`src/rtl/sysctl_pkg.sv`:
```
package sysctl_pkg;
    localparam int XLEN = 32;
    localparam int RNUM_W = 5;
    localparam int CODE_W = 5;

    localparam logic [RNUM_W-1:0] REG_BADVA  = 5'd8;
    localparam logic [RNUM_W-1:0] REG_STATUS = 5'd12;
    localparam logic [RNUM_W-1:0] REG_CAUSE  = 5'd13;
    localparam logic [RNUM_W-1:0] REG_EPC    = 5'd14;

    localparam logic [CODE_W-1:0] CODE_INT    = 5'd0;
    localparam logic [CODE_W-1:0] CODE_ADEL   = 5'd4;
    localparam logic [CODE_W-1:0] CODE_ADES   = 5'd5;

    typedef enum logic [1:0] {
        EV_NONE = 2'd0,
        EV_EXC  = 2'd1,
        EV_IRQ  = 2'd2,
        EV_RET  = 2'd3
    } ev_t;

    typedef enum logic {
        MODE_USER   = 1'b0,
        MODE_KERNEL = 1'b1
    } mode_t;
endpackage

```
`src/rtl/sysctl_arb.sv`:
```
module sysctl_arb
    import sysctl_pkg::*;
(
    input  logic exc_req,
    input  logic irq_hit,
    input  logic eret,
    output ev_t  ev
);
    always_comb begin
        if (exc_req)      ev = EV_EXC;
        else if (irq_hit) ev = EV_IRQ;
        else if (eret)    ev = EV_RET;
        else              ev = EV_NONE;
    end
endmodule

```
`src/rtl/sysctl_mode.sv`:
```
module sysctl_mode
    import sysctl_pkg::*;
#(
    parameter logic [XLEN-1:0] VECTOR = 32'h8000_0180
) (
    input  logic            clk,
    input  logic            rst_n,
    input  ev_t             ev,
    input  logic            wr_status,
    input  logic            wr_exl,
    input  logic [XLEN-1:0] epc,
    output logic            exl,
    output logic            redirect_valid,
    output logic [XLEN-1:0] redirect_pc
);
    mode_t state, state_nx;
    logic  take;

    assign take = (ev == EV_EXC) || (ev == EV_IRQ);

    always_ff @(posedge clk) begin
        if (!rst_n) state <= MODE_USER;
        else        state <= state_nx;
    end

    always_comb begin
        state_nx = state;
        unique case (state)
            MODE_USER: begin
                if (take)                     state_nx = MODE_KERNEL;
                else if (wr_status && wr_exl) state_nx = MODE_KERNEL;
            end
            MODE_KERNEL: begin
                if (take)                      state_nx = MODE_KERNEL;
                else if (ev == EV_RET)         state_nx = MODE_USER;
                else if (wr_status && !wr_exl) state_nx = MODE_USER;
            end
        endcase
    end

    always_comb begin
        exl            = (state == MODE_KERNEL);
        redirect_valid = (ev != EV_NONE);
        redirect_pc    = take ? VECTOR : epc;
    end
endmodule

```
`src/rtl/sysctl_regs.sv`:
```
module sysctl_regs
    import sysctl_pkg::*;
#(
    parameter int IRQ_W = 8
) (
    input  logic              clk,
    input  logic              rst_n,
    input  ev_t               ev,
    input  logic [CODE_W-1:0] exc_code,
    input  logic [1:0]        exc_ce,
    input  logic [XLEN-1:0]   cur_pc,
    input  logic              cur_bd,
    input  logic [XLEN-1:0]   fault_addr,
    input  logic [IRQ_W-1:0]  irq_lines,
    input  logic              exl,
    input  logic              wr_en,
    input  logic [RNUM_W-1:0] wr_addr,
    input  logic [XLEN-1:0]   wr_data,
    input  logic [RNUM_W-1:0] rd_addr,
    output logic [XLEN-1:0]   rd_data,
    output logic [XLEN-1:0]   epc_o,
    output logic              ie_o,
    output logic [IRQ_W-1:0]  im_o
);
    localparam int IP_LO = 8;

    logic              take, is_irq, addr_err;
    logic [CODE_W-1:0] code_eff;
    logic [1:0]        ce_eff;
    logic [XLEN-1:0]   epc_q, badva_q;
    logic [CODE_W-1:0] code_q;
    logic [1:0]        ce_q;
    logic              bd_q, ie_q;
    logic [IRQ_W-1:0]  im_q;
    logic [XLEN-1:0]   cause_v, status_v;

    assign take     = (ev == EV_EXC) || (ev == EV_IRQ);
    assign is_irq   = (ev == EV_IRQ);
    assign code_eff = is_irq ? CODE_INT : exc_code;
    assign ce_eff   = is_irq ? 2'd0 : exc_ce;
    assign addr_err = (ev == EV_EXC) && ((code_eff == CODE_ADEL) || (code_eff == CODE_ADES));

    always_ff @(posedge clk) begin
        if (!rst_n) begin
            epc_q   <= '0;
            badva_q <= '0;
            code_q  <= '0;
            ce_q    <= '0;
            bd_q    <= 1'b0;
            ie_q    <= 1'b0;
            im_q    <= '0;
        end else begin
            if (take)
                epc_q <= cur_bd ? (cur_pc - 32'd4) : cur_pc;
            else if (wr_en && wr_addr == REG_EPC)
                epc_q <= wr_data;

            if (take) begin
                code_q <= code_eff;
                ce_q   <= ce_eff;
                bd_q   <= cur_bd;
            end else if (wr_en && wr_addr == REG_CAUSE) begin
                code_q <= wr_data[6:2];
                ce_q   <= wr_data[29:28];
                bd_q   <= wr_data[31];
            end

            if (addr_err)
                badva_q <= fault_addr;
            else if (wr_en && wr_addr == REG_BADVA)
                badva_q <= wr_data;

            if (!take && wr_en && wr_addr == REG_STATUS) begin
                ie_q <= wr_data[0];
                im_q <= wr_data[IP_LO +: IRQ_W];
            end
        end
    end

    always_comb begin
        cause_v                 = '0;
        cause_v[31]             = bd_q;
        cause_v[29:28]          = ce_q;
        cause_v[IP_LO +: IRQ_W] = irq_lines;
        cause_v[6:2]            = code_q;
        status_v                = '0;
        status_v[0]             = ie_q;
        status_v[1]             = exl;
        status_v[IP_LO +: IRQ_W] = im_q;
    end

    always_comb begin
        case (rd_addr)
            REG_BADVA:  rd_data = badva_q;
            REG_STATUS: rd_data = status_v;
            REG_CAUSE:  rd_data = cause_v;
            REG_EPC:    rd_data = epc_q;
            default:    rd_data = '0;
        endcase
    end

    assign epc_o = epc_q;
    assign ie_o  = ie_q;
    assign im_o  = im_q;
endmodule

```
`src/rtl/sysctl_cop.sv`:
```
module sysctl_cop
    import sysctl_pkg::*;
#(
    parameter int              IRQ_W  = 8,
    parameter logic [XLEN-1:0] VECTOR = 32'h8000_0180
) (
    input  logic              clk,
    input  logic              rst_n,
    input  logic              exc_req,
    input  logic [4:0]        exc_code,
    input  logic [1:0]        exc_ce,
    input  logic [31:0]       cur_pc,
    input  logic              cur_bd,
    input  logic [31:0]       fault_addr,
    input  logic [IRQ_W-1:0]  irq_lines,
    input  logic [4:0]        rd_addr,
    output logic [31:0]       rd_data,
    input  logic              wr_en,
    input  logic [4:0]        wr_addr,
    input  logic [31:0]       wr_data,
    input  logic              eret,
    output logic              redirect_valid,
    output logic [31:0]       redirect_pc
);
    ev_t              ev;
    logic             exl, ie, irq_hit, wr_status;
    logic [IRQ_W-1:0] im, irq_m;
    logic [XLEN-1:0]  epc;

    for (genvar g = 0; g < IRQ_W; g++) begin : g_mask
        assign irq_m[g] = irq_lines[g] & im[g];
    end

    assign irq_hit   = ie && !exl && (|irq_m);
    assign wr_status = wr_en && (wr_addr == REG_STATUS);

    sysctl_arb u_arb (
        .exc_req (exc_req),
        .irq_hit (irq_hit),
        .eret    (eret),
        .ev      (ev)
    );

    sysctl_mode #(.VECTOR(VECTOR)) u_mode (
        .clk            (clk),
        .rst_n          (rst_n),
        .ev             (ev),
        .wr_status      (wr_status),
        .wr_exl         (wr_data[1]),
        .epc            (epc),
        .exl            (exl),
        .redirect_valid (redirect_valid),
        .redirect_pc    (redirect_pc)
    );

    sysctl_regs #(.IRQ_W(IRQ_W)) u_regs (
        .clk        (clk),
        .rst_n      (rst_n),
        .ev         (ev),
        .exc_code   (exc_code),
        .exc_ce     (exc_ce),
        .cur_pc     (cur_pc),
        .cur_bd     (cur_bd),
        .fault_addr (fault_addr),
        .irq_lines  (irq_lines),
        .exl        (exl),
        .wr_en      (wr_en),
        .wr_addr    (wr_addr),
        .wr_data    (wr_data),
        .rd_addr    (rd_addr),
        .rd_data    (rd_data),
        .epc_o      (epc),
        .ie_o       (ie),
        .im_o       (im)
    );
endmodule

```
`config.mk`:
```
export PLATFORM = sky130hd
export DESIGN_NAME = sysctl_cop
export DESIGN_NICKNAME = d
export VERILOG_FILES = /design/src/rtl/sysctl_pkg.sv /design/src/rtl/sysctl_arb.sv /design/src/rtl/sysctl_mode.sv /design/src/rtl/sysctl_regs.sv /design/src/rtl/sysctl_cop.sv
export SDC_FILE = /design/constraint.sdc
export NUM_CORES = 1
export LEC_CHECK = 0
export BUFFER_PORTS_ARGS = -buffer_cell sky130_fd_sc_hd__buf_2
export CAP_MARGIN = 20
export CORE_UTILIZATION = 45
export DETAILED_ROUTE_END_ITERATION = 10
export HOLD_SLACK_MARGIN = 0.12
export PLACE_DENSITY = 0.76
export SLEW_MARGIN = 20
export SYNTH_ARGS = -nofsm -noshare
export SYNTH_HDL_FRONTEND = slang
export SYNTH_SLANG_ARGS = --single-unit
```
`constraint.sdc`:
```
create_clock -name clk -period 2.8 [get_ports clk]
set_clock_uncertainty 0.2 [all_clocks]
set_input_delay 0.56 -clock clk [delete_from_list [all_inputs] [get_ports clk]]
set_output_delay 0.56 -clock clk [all_outputs]
set_load 0.05 [all_outputs]
```
After elaboration in Yosys (flattened, before gate mapping)

Index checks and enable logic that the tools add are counted.

Flip-flop bits (word level): 82
Latch bits: 0
RAM bits: 0
Memory bits (read-only): 0
Word-level logic and storage cells: 76
Memories kept: 0

Add/sub/neg operators: 1
Multipliers: 0
Divide/modulo/power cells: 0
Magnitude comparators: 0
Equal/unequal tests: 13
Shift operators: 0
Muxes and demuxes: 24
Bitwise operators: 9
Reductions and logical operators: 21

Operators with widths:

| cell                    | count |
|---|---|
| $mux W32                | 6 |
| $pmux W32 S4            | 1 |
| $eq A5 B4 Y1 const B    | 8 |
| $sub A32 B3 Y32 const B | 1 |
| $mux W5                 | 3 |
| $mux W2                 | 6 |
| $logic_and A1 B1 Y1     | 11 |
| $eq A5 B3 Y1 const B    | 2 |
| $and A1 B1 Y1           | 8 |
| $reduce_bool A2 Y1      | 4 |
| $reduce_or A8 Y1        | 1 |
| $mux W1                 | 7 |
| $eq A2 B2 Y1 const B    | 2 |
| $logic_not A1 Y1        | 3 |
| $eq A2 B1 Y1 const B    | 1 |
| $logic_or A1 B1 Y1      | 2 |
| $pmux W1 S2             | 1 |
| $not A1 Y1              | 1 |

Longest topological paths before layout

Depth in word-level cells: 11
Depth in mapped cells: 11
Mapped depth without buffers: 9

By module

From an unflattened synthesis, not the netlist that was laid out.

Cells, all modules: 595
Area, all modules: 5,084.9 um2

By module, submodules not included:

| module      | times used | cells an instance | area an instance (um2) | seq. area each (um2) |
|---|---|---|---|---|
| sysctl_regs | 1          | 539               | 4,689.5                | 1,621.6 |
| sysctl_mode | 1          | 44                | 312.8                  | 20.0 |
| sysctl_cop  | 1          | 8                 | 63.8                   | 0.0 |
| sysctl_arb  | 1          | 4                 | 18.8                   | 0.0 |

Worst setup path before layout

No wires, ideal clock.

Path kind: input port to output port
From: input irq_lines[3]
To: output redirect_pc[10]
Arrival time: 2,536 ps
Slack: -496 ps
Stages on the path: 8
Buffers on the path: 2
Cell sequence: a22oi_1 -> nand4_1 -> a31oi_1 -> or2_2 -> ha_1 -> clkbuf_1 -> clkbuf_1 -> nor2b_1

Cells in the longest elaborated chain, start to end: 8
Elaborated cells between the ends (all ways): 9
Those cells by class: eq/ne: 2; mux: 3; bitwise: 1; reduce/logical: 3

RTL lines:

| what                                                | line              | text |
|---|---|---|
| start: declaration                                  | sysctl_cop.sv:15  | `input logic [IRQ_W-1:0] irq_lines,` |
| $and A1 B1 Y1 (*)                                   | sysctl_cop.sv:31  | `assign irq_m[g] = irq_lines[g] & im[g];` |
| $reduce_or A8 Y1 (*)                                | sysctl_cop.sv:34  | `assign irq_hit = ie && !exl && (\|irq_m);` |
| $logic_and A1 B1 Y1 (*)                             | sysctl_cop.sv:34  |  |
| $mux W2 (*)                                         | sysctl_arb.sv:11  | `else if (irq_hit) ev = EV_IRQ;` |
| $mux W2 (*)                                         | sysctl_arb.sv:10  | `if (exc_req) ev = EV_EXC;` |
| $eq A2 B1 Y1 / $eq A2 B2 Y1 (equally long branches) | sysctl_mode.sv:19 | `assign take = (ev == EV_EXC) \|\| (ev == EV_IRQ);` |
| $logic_or A1 B1 Y1 (*)                              | sysctl_mode.sv:19 |  |
| $mux W32 (*)                                        | sysctl_mode.sv:44 | `redirect_pc = take ? VECTOR : epc;` |
| end: declaration                                    | sysctl_cop.sv:23  | `output logic [31:0] redirect_pc` |

Every way passes the cells marked *; elsewhere a longest branch is shown, timed or not.

Worst setup path in the final report

From: register u_regs.im_q[7], in the netlist u_regs.im_o[7]
To: output redirect_pc[16]

Cells in the longest elaborated chain, start to end: 8
Elaborated cells between the ends (all ways): 9
Those cells by class: eq/ne: 2; mux: 3; bitwise: 1; reduce/logical: 3

RTL lines:

| what                                                | line              | text |
|---|---|---|
| start: declaration                                  | sysctl_regs.sv:34 | `logic [IRQ_W-1:0] im_q;` |
| start signal: assignment                            | sysctl_regs.sv:75 | `im_q <= wr_data[IP_LO +: IRQ_W];` |
| $and A1 B1 Y1 (*)                                   | sysctl_cop.sv:31  |  |
| $reduce_or A8 Y1 (*)                                | sysctl_cop.sv:34  |  |
| $logic_and A1 B1 Y1 (*)                             | sysctl_cop.sv:34  |  |
| $mux W2 (*)                                         | sysctl_arb.sv:11  |  |
| $mux W2 (*)                                         | sysctl_arb.sv:10  |  |
| $eq A2 B1 Y1 / $eq A2 B2 Y1 (equally long branches) | sysctl_mode.sv:19 |  |
| $logic_or A1 B1 Y1 (*)                              | sysctl_mode.sv:19 |  |
| $mux W32 (*)                                        | sysctl_mode.sv:44 |  |

Marked as above.

==> qor.yml <==
drt:
  routed-via-count: 6018
  routed-wl-met3_mm: 1.379
  firstDrtPassIters: 7
  drt_wl_total_mm: 18.79
  wl_met1_mm: 7.881
  ant_nets: 0
  drt_iter0_markers: 440
  wl_met2_mm: 9.148
  top_layer_used: "met4"
  drcViolationCount: 0
  wl_per_cell_um: 19.41
  routed_via_density: 6.217
cts:
  hold_buffers: 0
  postCtsSetupBuffers: 0
  clockBufferDepth: 2
  clock_latency_ns: 0.35
  clk_pin_slew_ns: 0.06
  cts_sinks: 82
  h-tree-depth: 3
  cts_root_buf: "clkbuf_16"
  numCtsBuffers: 9
  cts_tree: "built"
power:
  fin_total_pwr_uw: 3391
  total_leakage_power_uw: 0.003379
  pwr_density_cell_nw_per_um2: 453.6
  irDropWorstVdd_v: 0.0004723
place:
  gp_congestion: 0.8647
  dpl.hpwl_mm: 13.57
  place_ws_ns: -0.4168
  port_buffers: 191
floorplanning:
  die_h_um: 108.7
  start_util: 0.4666
  dieArea_um2: 11820
  dieWidth_um: 108.7
  num_rows: 38
  core_region_area_um2: 10980
  ios: 192
timing:
  tightestPinTransition_ns: 0.4879
  max_slew_margin: 0.6703
  tns_ns: -6.467
  fin_crit_sh: 1.081
  slew_viol_final: 0
  layout_setup_ws_ns: -0.2265
  fin_crit_ns: 3.027
  hold_violations: 0
  finalSetupViolCount: 33
  rsz0062_at_grt: "true"
  holdWs_ns: 0.2952
  clock.fmax_mhz: 330.4
synth:
  synth_area_per_cell_um2: 8.388
  postSynthCellCount: 611
  ys_warn_count: 0
  yosysUniqueCellTypes: 55
  ys_ff_latch: 82
  synth_edf_count: 0
  synth_area_um2: 5125
  synth_nets: 743
  async_flop_share: 0
  ys_seq_area_frac: 0.3203
  synthFlopType: "dfxtp_1"
cells_and_area:
  drive_gt1_frac: 0.3889
  layout_common_cells: "159 x buf_2, 81 x dfxtp_1, 70 x a211oi_1, 56 x nor2_1, 53 x mux2i_1"
  final_common_cell: "buf_2"
  fin_nets: 957
  antennaDiodeCount: 0
  area.growth.synth_to_final_pct: 45.87
global_route:
  grt_antenna_before_repair: 0
  grt_pass1_wl_mm: 29.27
  overflow: 0
  grt_usage: 0.3191
  grt_pass1_vias: 5920
  grt_max_degree: 75
setup_path:
  worstPathArrival_ns: 2.27
  crit_chain: "a22oi_2 > nand4_1 > a31oi_1 > or2_4 > ha_4 > buf_12 > nor2b_4 > buf_6"
  worst-path-max-fanout: 20
  worst_setup_path_start_kind: "flop"
  end_kind: "output port"
  max_stage_delay_ns: 0.33
  cp_slowest_cell: "dfxtp_2"
  critical_path_class: "flop to output port"
  worstPathRequired_ns: 2.04
worst_hold_path:
  hold_path.class: "input port to flop"
outcome:
  outcome: "finished, violations left"
  violations: "setup timing"
flow_run:
  cap_viol_max_count: 0
-- report_power, final --
group | switching (uW) | internal [uW] | leakage (uW) | total (uW)
sequential | 62.3 | 1240 | 0.000674 | 1300
combinational | 469 | 355 | 0.00255 | 824
clock | 468 | 794 | 0.000151 | 1260
-- cells by family (layout without fill, tap and decap cells) --
logic type | count (synthesis) | count (layout) | synth area share
adders and majority gates | 5 | 5 | 0.01221
DFF | 82 | 82 | 0.3203
AOI/OAI and AO/OA | 172 | 172 | 0.2542
muxes | 53 | 53 | 0.1035
and+or+nand+nor | 220 | 220 | 0.2393
buffers and inverters | 67 | 284 | 0.05005
xor gates and xnor gates | 12 | 12 | 0.02051
-- timing repair --
item / in CTS / in global routing
setup endpoints to repair: 33 / 50
endpoints found under the hold margin: 0 / 0
pin swaps: 3 / 0
gates resized for setup: 67 / 8
-- routing by layer --
layer | vias to the layer above | global-route usage
met4 | 0 | 0.1081
met3 | 36 | 0.07292
met1 | 2902 | 0.3954
met5 | - | 0
li1 | 2786 | -
met2 | 294 | 0.5425
-- path summary, 6_finish.rpt --
check,startpoint,end,slack (ns),cells after the start
setup / recovery,u_regs.im_o[7],redirect_pc[16],-0.23,8
hold / removal,wr_data[9],u_regs.im_o[1],0.30,3
setup reg to reg,u_regs.im_o[7],u_regs.epc_o[30],-0.05,10
hold reg to reg,u_regs.epc_o[0],u_regs.epc_o[0],0.32,2
-- cell type report --
| class | count | area [um^2] |
|---|---|---|
| Timing Repair Buffer | 253 | 1757 |
| Clock inverter | 3 | 65.06 |
| Fill cell | 868 | 3507 |
| Clock buffer | 11 | 242.7 |
| Multi-Input combinational cell | 462 | 3530 |
| Inverter | 17 | 63.81 |
| Sequential cell | 82 | 1643 |
| Tap cell | 140 | 175.2 |
-- state kept, by name (all words and copies together), names as in the netlist --
register and count:
u_regs.badva_q 32, u_regs.epc_o 32, u_regs.im_o 8, u_regs.code_q 5
u_regs.ce_q 2, u_mode.exl 1, u_regs.bd_q 1, u_regs.ie_o 1
-- critical path: cells and delay by family, from the launching register on --
family                   cells  cell delay, ns
AND/OR/NAND/NOR              3            0.49
adder cells (fa/ha/maj)      1            0.26
buffers and inverters        2            0.34
flip-flops                   1            0.33
AO/OA/AOI/OAI                2            0.47
-- synthesized netlist by cell type (all sizes together), types with 3 or more instances --
library cell,instances,area (um^2)
buf,6,27.52
or4,16,123.9
nor3,6,30.03
nand2,24,90.09
a222oi,10,100.1
mux2i,53,530.5
nor3b,4,30.03
clkbuf,44,165.2
a22oi,20,150.1
or2,7,43.79
a31oi,3,18.77
nor2b,30,187.7
o211ai,3,22.52
nand3,13,65.06
xor2,8,70.07
o21ai,10,50.05
dfxtp,82,1642
and3,20,125.1
xnor2,4,35.03
a211oi,70,525.5
or3,10,62.56
nor2,56,210.2
nor4,12,81.33
inv,15,56.30
o31ai,6,45.04
ha,5,62.56
a311oi,12,105.1
nand4,7,43.79
a21oi,12,60.06
a22o,14,122.6
-- stage by stage --
stage / instances / utilization / instance area (um^2)
final: 968 / 0.6807 / 7476
after global routing: 968 / 0.6807 / 7476
after CTS: 968 / 0.6775 / 7441
after detailed placement: 954 / 0.6306 / 6925
after global placement: 954 / 0.6306 / 6925
after floorplan: 611 / - / 5460
(Power assumes the default switching activity.)
